File: config.mk
export PLATFORM = sky130hd
export DESIGN_NAME = twi_slave_front
export DESIGN_NICKNAME = d
export VERILOG_FILES = /design/src/rtl/twi_pkg.sv /design/src/rtl/twi_line_filter.sv /design/src/rtl/twi_bus_events.sv /design/src/rtl/twi_link_fsm.sv /design/src/rtl/twi_slave_front.sv
export SDC_FILE = /design/constraint.sdc
export NUM_CORES = 1
export LEC_CHECK = 0
export BUFFER_PORTS_ARGS = -buffer_cell sky130_fd_sc_hd__buf_2
export CORE_UTILIZATION = 35
export CTS_CLUSTER_DIAMETER = 100
export DETAILED_ROUTE_END_ITERATION = 10
export GPL_TIMING_DRIVEN = 0
export PLACE_DENSITY = 0.53
export SLEW_MARGIN = 40
export SYNTH_ARGS = -nofsm -noshare
export SYNTH_HDL_FRONTEND = slang
export SYNTH_HIERARCHICAL = 1
export SYNTH_SLANG_ARGS = --single-unit
File: constraint.sdc
create_clock -name clk -period 2 [get_ports clk]
set_input_delay 0.2 -clock clk [delete_from_list [all_inputs] [get_ports clk]]
set_output_delay 0.2 -clock clk [all_outputs]
set_load 0.02 [all_outputs]
File: src/rtl/twi_pkg.sv
package twi_pkg;
  localparam int BYTE_W  = 8;
  localparam int STRAP_W = 3;
  localparam int TYPE_W  = BYTE_W - 1 - STRAP_W;
  localparam logic [TYPE_W-1:0] TYPE_ID = 4'b0101;

  typedef enum logic [2:0] {
    ST_IDLE,
    ST_ADDR,
    ST_AACK,
    ST_RX,
    ST_RACK,
    ST_TX,
    ST_MACK,
    ST_SKIP
  } link_state_t;
endpackage

File: src/rtl/twi_line_filter.sv
module twi_line_filter #(
  parameter int   SYNC_STAGES = 2,
  parameter int   VOTE_LEN    = 3,
  parameter logic IDLE_LVL    = 1'b1
) (
  input  logic clk,
  input  logic rst,
  input  logic raw_i,
  output logic lvl_o
);
  localparam int CW = $clog2(VOTE_LEN + 1);

  logic [SYNC_STAGES-1:0] sync_q;
  logic [VOTE_LEN-1:0]    win_q;
  logic [CW-1:0]          ones;
  logic                   vote;
  logic                   lvl_q;

  always_comb begin
    ones = '0;
    for (int i = 0; i < VOTE_LEN; i++) ones = ones + CW'(win_q[i]);
    vote = (ones > CW'(VOTE_LEN / 2));
  end

  always_ff @(posedge clk) begin
    if (rst) begin
      sync_q <= {SYNC_STAGES{IDLE_LVL}};
      win_q  <= {VOTE_LEN{IDLE_LVL}};
      lvl_q  <= IDLE_LVL;
    end else begin
      sync_q <= {sync_q[SYNC_STAGES-2:0], raw_i};
      win_q  <= {win_q[VOTE_LEN-2:0], sync_q[SYNC_STAGES-1]};
      lvl_q  <= vote;
    end
  end

  assign lvl_o = lvl_q;

  AST_LVL_UNANIMOUS_HI: assert property (@(posedge clk) disable iff (rst)
    (&win_q) |=> lvl_q);
  AST_LVL_UNANIMOUS_LO: assert property (@(posedge clk) disable iff (rst)
    (~|win_q) |=> !lvl_q);
endmodule

File: src/rtl/twi_bus_events.sv
module twi_bus_events (
  input  logic clk,
  input  logic rst,
  input  logic en_i,
  input  logic scl_lvl_i,
  input  logic sda_lvl_i,
  output logic ev_start_o,
  output logic ev_stop_o,
  output logic ev_rise_o,
  output logic ev_fall_o,
  output logic bit_o
);
  logic scl_prev, sda_prev;
  logic start_c, stop_c, rise_c, fall_c;

  assign start_c = scl_prev & scl_lvl_i & sda_prev & ~sda_lvl_i;
  assign stop_c  = scl_prev & scl_lvl_i & ~sda_prev & sda_lvl_i;
  assign rise_c  = ~scl_prev & scl_lvl_i;
  assign fall_c  = scl_prev & ~scl_lvl_i;

  always_ff @(posedge clk) begin
    if (rst) begin
      scl_prev   <= 1'b1;
      sda_prev   <= 1'b1;
      ev_start_o <= 1'b0;
      ev_stop_o  <= 1'b0;
      ev_rise_o  <= 1'b0;
      ev_fall_o  <= 1'b0;
      bit_o      <= 1'b1;
    end else begin
      scl_prev   <= scl_lvl_i;
      sda_prev   <= sda_lvl_i;
      ev_start_o <= en_i & start_c;
      ev_stop_o  <= en_i & stop_c;
      ev_rise_o  <= en_i & rise_c;
      ev_fall_o  <= en_i & fall_c;
      bit_o      <= sda_lvl_i;
    end
  end

  AST_START_SINGLE: assert property (@(posedge clk) disable iff (rst)
    ev_start_o |=> !ev_start_o);
  AST_EDGE_EXCL: assert property (@(posedge clk) disable iff (rst)
    !(ev_rise_o && ev_fall_o));
endmodule

File: src/rtl/twi_link_fsm.sv
module twi_link_fsm
  import twi_pkg::*;
(
  input  logic               clk,
  input  logic               rst,
  input  logic               en_i,
  input  logic               ev_start_i,
  input  logic               ev_stop_i,
  input  logic               ev_rise_i,
  input  logic               ev_fall_i,
  input  logic               bit_i,
  input  logic [STRAP_W-1:0] strap_i,
  input  logic               nv_busy_i,
  input  logic [BYTE_W-1:0]  rd_data_i,
  output logic               sda_pull_o,
  output logic               start_o,
  output logic               stop_o,
  output logic               addr_valid_o,
  output logic               wr_valid_o,
  output logic               rd_req_o,
  output logic [BYTE_W-1:0]  rx_byte_o
);
  localparam int CW = $clog2(BYTE_W + 1);
  localparam logic [CW-1:0] FULL = CW'(BYTE_W);
  localparam logic [CW-1:0] LAST = CW'(BYTE_W - 1);

  link_state_t       state;
  logic [CW-1:0]     cnt;
  logic [BYTE_W-1:0] shreg, txreg;
  logic              is_read_q, first_q, mack_q, pull_q;
  logic [1:0]        rd_wait;
  logic              addr_hit;

  assign addr_hit = (shreg[BYTE_W-1 -: TYPE_W] == TYPE_ID)
                 && (shreg[STRAP_W:1] == strap_i) && !nv_busy_i;

  always_ff @(posedge clk) begin
    if (rst) begin
      state        <= ST_IDLE;
      cnt          <= '0;
      shreg        <= '0;
      txreg        <= '0;
      is_read_q    <= 1'b0;
      first_q      <= 1'b0;
      mack_q       <= 1'b0;
      pull_q       <= 1'b0;
      rd_wait      <= '0;
      start_o      <= 1'b0;
      stop_o       <= 1'b0;
      addr_valid_o <= 1'b0;
      wr_valid_o   <= 1'b0;
      rd_req_o     <= 1'b0;
      rx_byte_o    <= '0;
    end else begin
      start_o      <= 1'b0;
      stop_o       <= 1'b0;
      addr_valid_o <= 1'b0;
      wr_valid_o   <= 1'b0;
      rd_req_o     <= 1'b0;
      rd_wait      <= {rd_wait[0], 1'b0};
      if (rd_wait[1]) txreg <= rd_data_i;

      if (!en_i) begin
        state   <= ST_IDLE;
        pull_q  <= 1'b0;
        rd_wait <= '0;
      end else if (ev_start_i) begin
        start_o <= 1'b1;
        state   <= ST_ADDR;
        cnt     <= '0;
        pull_q  <= 1'b0;
      end else if (ev_stop_i) begin
        stop_o  <= 1'b1;
        state   <= ST_IDLE;
        pull_q  <= 1'b0;
      end else begin
        unique case (state)
          ST_ADDR, ST_RX: begin
            if (ev_rise_i && cnt != FULL) begin
              shreg <= {shreg[BYTE_W-2:0], bit_i};
              cnt   <= cnt + CW'(1);
            end else if (ev_fall_i && cnt == FULL) begin
              cnt <= '0;
              if (state == ST_ADDR) begin
                if (addr_hit) begin
                  pull_q    <= 1'b1;
                  is_read_q <= shreg[0];
                  first_q   <= 1'b1;
                  state     <= ST_AACK;
                end else begin
                  state <= ST_SKIP;
                end
              end else begin
                rx_byte_o    <= shreg;
                addr_valid_o <= first_q;
                wr_valid_o   <= !first_q;
                first_q      <= 1'b0;
                pull_q       <= 1'b1;
                state        <= ST_RACK;
              end
            end
          end
          ST_AACK: begin
            if (ev_rise_i && is_read_q) begin
              rd_req_o <= 1'b1;
              rd_wait  <= 2'b01;
            end else if (ev_fall_i) begin
              cnt <= '0;
              if (is_read_q) begin
                pull_q <= ~txreg[BYTE_W-1];
                state  <= ST_TX;
              end else begin
                pull_q <= 1'b0;
                state  <= ST_RX;
              end
            end
          end
          ST_RACK: begin
            if (ev_fall_i) begin
              pull_q <= 1'b0;
              state  <= ST_RX;
            end
          end
          ST_TX: begin
            if (ev_fall_i) begin
              if (cnt == LAST) begin
                pull_q <= 1'b0;
                cnt    <= '0;
                state  <= ST_MACK;
              end else begin
                pull_q <= ~txreg[BYTE_W-2];
                txreg  <= {txreg[BYTE_W-2:0], 1'b0};
                cnt    <= cnt + CW'(1);
              end
            end
          end
          ST_MACK: begin
            if (ev_rise_i) begin
              mack_q <= !bit_i;
              if (!bit_i) begin
                rd_req_o <= 1'b1;
                rd_wait  <= 2'b01;
              end
            end else if (ev_fall_i) begin
              if (mack_q) begin
                pull_q <= ~txreg[BYTE_W-1];
                cnt    <= '0;
                state  <= ST_TX;
              end else begin
                state <= ST_SKIP;
              end
            end
          end
          default: ;
        endcase
      end
    end
  end

  assign sda_pull_o = pull_q;

  AST_BUSY_SILENT: assert property (@(posedge clk) disable iff (rst)
    (state == ST_ADDR && nv_busy_i) |=> !sda_pull_o);
  AST_OFF_RELEASED: assert property (@(posedge clk) disable iff (rst)
    !en_i |=> (!sda_pull_o && !start_o && !stop_o));
  AST_PULL_AFTER_FALL: assert property (@(posedge clk) disable iff (rst)
    $rose(sda_pull_o) |-> $past(ev_fall_i));
  AST_STROBE_ONEHOT: assert property (@(posedge clk) disable iff (rst)
    $onehot0({start_o, stop_o, addr_valid_o, wr_valid_o, rd_req_o}));
  AST_RDREQ_IN_READ: assert property (@(posedge clk) disable iff (rst)
    rd_req_o |-> is_read_q);
  AST_SKIP_SILENT: assert property (@(posedge clk) disable iff (rst)
    (state == ST_SKIP) |-> !sda_pull_o);
endmodule

File: src/rtl/twi_slave_front.sv
module twi_slave_front
  import twi_pkg::*;
#(
  parameter int SYNC_STAGES = 2,
  parameter int VOTE_LEN    = 3
) (
  input  logic               clk,
  input  logic               rst,
  input  logic               cs_i,
  input  logic               scl_i,
  input  logic               sda_i,
  output logic               sda_pull_o,
  input  logic [STRAP_W-1:0] strap_i,
  input  logic               nv_busy_i,
  output logic               start_o,
  output logic               stop_o,
  output logic               addr_valid_o,
  output logic               wr_valid_o,
  output logic [BYTE_W-1:0]  rx_byte_o,
  output logic               rd_req_o,
  input  logic [BYTE_W-1:0]  rd_data_i
);
  localparam int LINES = 3;
  localparam logic [LINES-1:0] LINE_IDLE = 3'b011;

  logic [LINES-1:0] raw_w, lvl_w;
  logic ev_start, ev_stop, ev_rise, ev_fall, bit_w;

  assign raw_w = {cs_i, sda_i, scl_i};

  for (genvar g = 0; g < LINES; g++) begin : g_line
    twi_line_filter #(
      .SYNC_STAGES(SYNC_STAGES),
      .VOTE_LEN   (VOTE_LEN),
      .IDLE_LVL   (LINE_IDLE[g])
    ) u_filt (
      .clk  (clk),
      .rst  (rst),
      .raw_i(raw_w[g]),
      .lvl_o(lvl_w[g])
    );
  end

  twi_bus_events u_events (
    .clk       (clk),
    .rst       (rst),
    .en_i      (lvl_w[2]),
    .scl_lvl_i (lvl_w[0]),
    .sda_lvl_i (lvl_w[1]),
    .ev_start_o(ev_start),
    .ev_stop_o (ev_stop),
    .ev_rise_o (ev_rise),
    .ev_fall_o (ev_fall),
    .bit_o     (bit_w)
  );

  twi_link_fsm u_fsm (
    .clk         (clk),
    .rst         (rst),
    .en_i        (lvl_w[2]),
    .ev_start_i  (ev_start),
    .ev_stop_i   (ev_stop),
    .ev_rise_i   (ev_rise),
    .ev_fall_i   (ev_fall),
    .bit_i       (bit_w),
    .strap_i     (strap_i),
    .nv_busy_i   (nv_busy_i),
    .rd_data_i   (rd_data_i),
    .sda_pull_o  (sda_pull_o),
    .start_o     (start_o),
    .stop_o      (stop_o),
    .addr_valid_o(addr_valid_o),
    .wr_valid_o  (wr_valid_o),
    .rd_req_o    (rd_req_o),
    .rx_byte_o   (rx_byte_o)
  );
endmodule

==> impl_metrics.py <==
metrics = {
    "outcome": {
        "status": "complete, no violations",
    },
    "hold_path": {
        "min-delay-path-class": "primary input to flop",
        "hold_depth": 2,
        "hp-start": "sda_i",
        "whs_endpoint": "g_line[1].u_filt/sync_q[0]$_SDFF_PP1_",
    },
    "sta": {
        "relSlewSlack_pct": 59.8,
        "drv_slew": 0,
        "hold_ws_ns": 0.0352,
        "hold_violations": 0,
        "timing.fmax_mhz": 520,
        "finalSetupTns_ns": 0,
        "finalCritPeriodShare_pct": 96.1,
        "setup_viol": 0,
        "post-route-min-period_ns": 1.92,
        "worst_pin_slew_ns": 0.602,
        "clock_skew_ns": 0.00761,
    },
    "yosys": {
        "synth_flop_cell": "dfxtp_1",
        "ys_warn_count": 6,
        "synth_edf_count": 0,
        "synth_seq_cells": 65,
        "synth-seq-area-share_pct": 47.3,
        "synth_fp_nets": 301,
        "postSynthAreaPerCell_um2": 9.87,
        "syn_area_um2": 2750,
        "ys_types": 57,
        "synth-async-reset-ratio_pct": 0,
        "synthCells": 279,
    },
    "drt": {
        "drt_iter0_markers": 128,
        "route.vias.total": 2135,
        "routedWlPerCell_um": 13.1,
        "vias_per_cell": 4.99,
        "ant_nets": 0,
        "dr.pass1.iters": 4,
        "drc": 0,
        "wirelength_mm": 5.59,
    },
    "power": {
        "seqPwrFrac_pct": 50.7,
        "finalPower_mw": 2.57,
        "p_comb_share_pct": 2.0,
        "p_int_mw": 2.05,
        "p_sw_share_pct": 20.3,
        "switching_power_uw": 522,
        "powerDensity_nw_per_um2": 767,
        "vdd_drop_max_uv": 431,
        "clkPwrFrac_pct": 47.2,
        "p_leak_nw": 1.37,
    },
    "flow_run": {
        "drv_cap": 0,
    },
    "layout": {
        "area_growth_pct": 21.8,
        "final_area_um2": 3350,
        "fin_nets": 347,
        "drive_gt1_share_pct": 26.1,
        "n_antenna_cell": 0,
        "utilization_pct": 45.2,
    },
    "critical_path": {
        "endpoint_kind": "flop",
        "cp.required_ns": 2.26,
        "cp_max_fo": 4,
        "start_kind": "flop",
        "timing.rr.start": "u_fsm/cnt[1]$_SDFFE_PP0P_",
        "cp.arrival_ns": 2.18,
        "r2r_end": "u_fsm/cnt[3]$_SDFFE_PP0P_",
        "worstSetupPathType": "flop to flop",
        "r2r_setup_slack_ns": 0.08,
        "r2r_cells": 7,
    },
    "die": {
        "die_area_um2": 8220,
        "die_h_um": 90.7,
        "io_pins": 31,
        "start_util_pct": 37.2,
        "fp.dieW_um": 90.7,
        "coreArea_um2": 7410,
        "row_count": 31,
    },
    "placed_design": {
        "portBuffers": 30,
        "hpwl_mm": 3.87,
        "placed_area_um2": 3030,
        "routabilityCongestion": 0.797,
    },
    "clocking": {
        "clock_latency_ns": 0.34,
        "cts_buffers": 9,
        "cts_sinks": 65,
        "path_clk_slew_ns": 0.07,
        "htreeDepth": 3,
        "root_buffer": "clkbuf_8",
        "clock_path_buffers": 2,
        "cts_tree": "yes",
    },
    "grt": {
        "grt_overflow": 0,
        "grt_usage_pct": 14.8,
        "grt_pass1_wl_mm": 9.58,
        "grt_pass1_vias": 1933,
        "antenna_found_initial": 0,
        "grt_max_degree": 25,
    },
}
[timing repair]
item	CTS	global route
pin swaps	5	6
gates cloned	0	0
resized for setup	17	16
setup endpoints to repair	21	31
setup buffers	6	2
hold buffers	0	0
[routing by layer]
layer  wire length, um  vias up  GRT usage (%)
met5                 0        -              0
met4                76        0           5.24
met3               269        7           5.89
met2              2460       47           21.1
met1              2790      994           19.9
li1                  -     1087              -
[cell type report]
class                           instances  area (um^2)
Clock buffer                           10          138
Sequential cell                        65         1320
Tap cell                               99          124
Buffer                                 12         61.3
Multi-Input combinational cell        192         1390
Inverter                                7         26.3
Timing Repair Buffer                   38          214
Clock inverter                          5         80.1
Fill cell                             735         4060
[registers in the layout, summed over array words and instances (netlist names), 3 cells and up]
signal                count
g_line.u_filt/win_q       9
u_fsm/rx_byte_o           8
u_fsm/shreg               8
u_fsm/txreg               8
g_line.u_filt/sync_q      6
u_fsm/cnt                 4
g_line.u_filt/lvl_o       3
u_fsm/state               3
[synthesized netlist by cell type, types with 3 or more instances]
cell type   n  share of area (%)
dfxtp_1    65                 47
nor2_1     34                4.6
mux2i_1    26                9.5
nand2_1    11                1.5
nor2b_1    11                2.5
or2_1      11                2.5
clkbuf_1    9                1.2
a211oi_1    8                2.2
nand3_1     8                1.5
inv_1       7               0.95
a21oi_1     6                1.1
ha_1        5                2.3
and3_1      4               0.91
nor3_1      4               0.73
buf_1       3               0.41
nand3b_1    3               0.82
o2111ai_1   3               0.95
o211ai_1    3               0.82
or2_2       3               0.68
or3_1       3               0.68
xnor2_1     3               0.95
[how the worst max path moves through the flow]
stage	startpoint	end	slack [ns]	cells after the start
after CTS	u_fsm/cnt[0]$_SDFFE_PP0P_	u_fsm/cnt[0]$_SDFFE_PP0P_	0.008	7
after global routing	u_fsm/cnt[0]$_SDFFE_PP0P_	u_fsm/is_read_q$_SDFFE_PP0P_	-0.008	9
after global placement	u_fsm/cnt[0]$_SDFFE_PP0P_	u_fsm/cnt[3]$_SDFFE_PP0P_	-0.27	7
final	u_fsm/cnt[1]$_SDFFE_PP0P_	u_fsm/cnt[3]$_SDFFE_PP0P_	0.08	7
after floorplan	u_fsm/cnt[0]$_SDFFE_PP0P_	u_fsm/cnt[0]$_SDFFE_PP0P_	0.001	7
after detailed placement	u_fsm/cnt[0]$_SDFFE_PP0P_	u_fsm/cnt[0]$_SDFFE_PP0P_	-0.25	7
[critical path, stage by stage, from the launching register on]
cell and delay, ns:
dfxtp_2 0.36, inv_1 0.05, ha_2 0.17, nand3b_1 0.14, nand2_2 0.09, a311o_1 0.33
or4b_4 0.52, o211ai_1 0.19
[cell families (layout without fill, tap and decap cells)]
logic type      Yosys count  count (layout)  synth area share [%]
compound gates           44              44                  12.1
xor+xnor                  3               3                 0.955
fa+ha+maj                 5               5                  2.27
buf+inv                  22              72                  3.36
flops                    65              65                  47.3
mux                      27              27                  9.86
simple gates            113             113                  24.1
[power by group through the flow]
stage / Combinational [mW] / Sequential (mW) / Clock (mW)
2_1_floorplan: 0.0246 / 1.34 / 0
3_3_place_gp: 0.0528 / 1.34 / 0
3_5_place_dp: 0.0537 / 1.34 / 0
4_1_cts: 0.0543 / 1.31 / 1.25
5_1_grt: 0.0591 / 1.30 / 1.31
6_report: 0.0526 / 1.30 / 1.21
[layout by cell type, fill, tap and decap left out, types with 3 or more instances in the layout]
master     Yosys  layout
xnor2_1        3       3
o211ai_1       3       3
nor2b_1       11       9
buf_2          2      30
nand3_1        8       7
nand2_1       11      10
or2_1         11      11
a21oi_1        6       6
and3_1         4       4
buf_4          0       8
dfxtp_2        0       5
or3_1          3       3
nor3_1         4       4
clkbuf_8       0      10
inv_1          7       6
nor2_1        34      34
dfxtp_1       65      57
o2111ai_1      3       3
a211oi_1       8       8
nand3b_1       3       3
or2_2          3       3
clkbuf_1       9       6
ha_1           5       4
dfxtp_4        0       3
mux2i_1       26      26
[per-stage QoR]
stage                     instances  worst slack [ns]
after floorplan                 279           0.00114
after global placement          408            -0.272
after detailed placement        408            -0.252
after CTS                       426           0.00803
after global routing            428          -0.00829
final                           428            0.0777
Power figures use the tool's default switching activity.
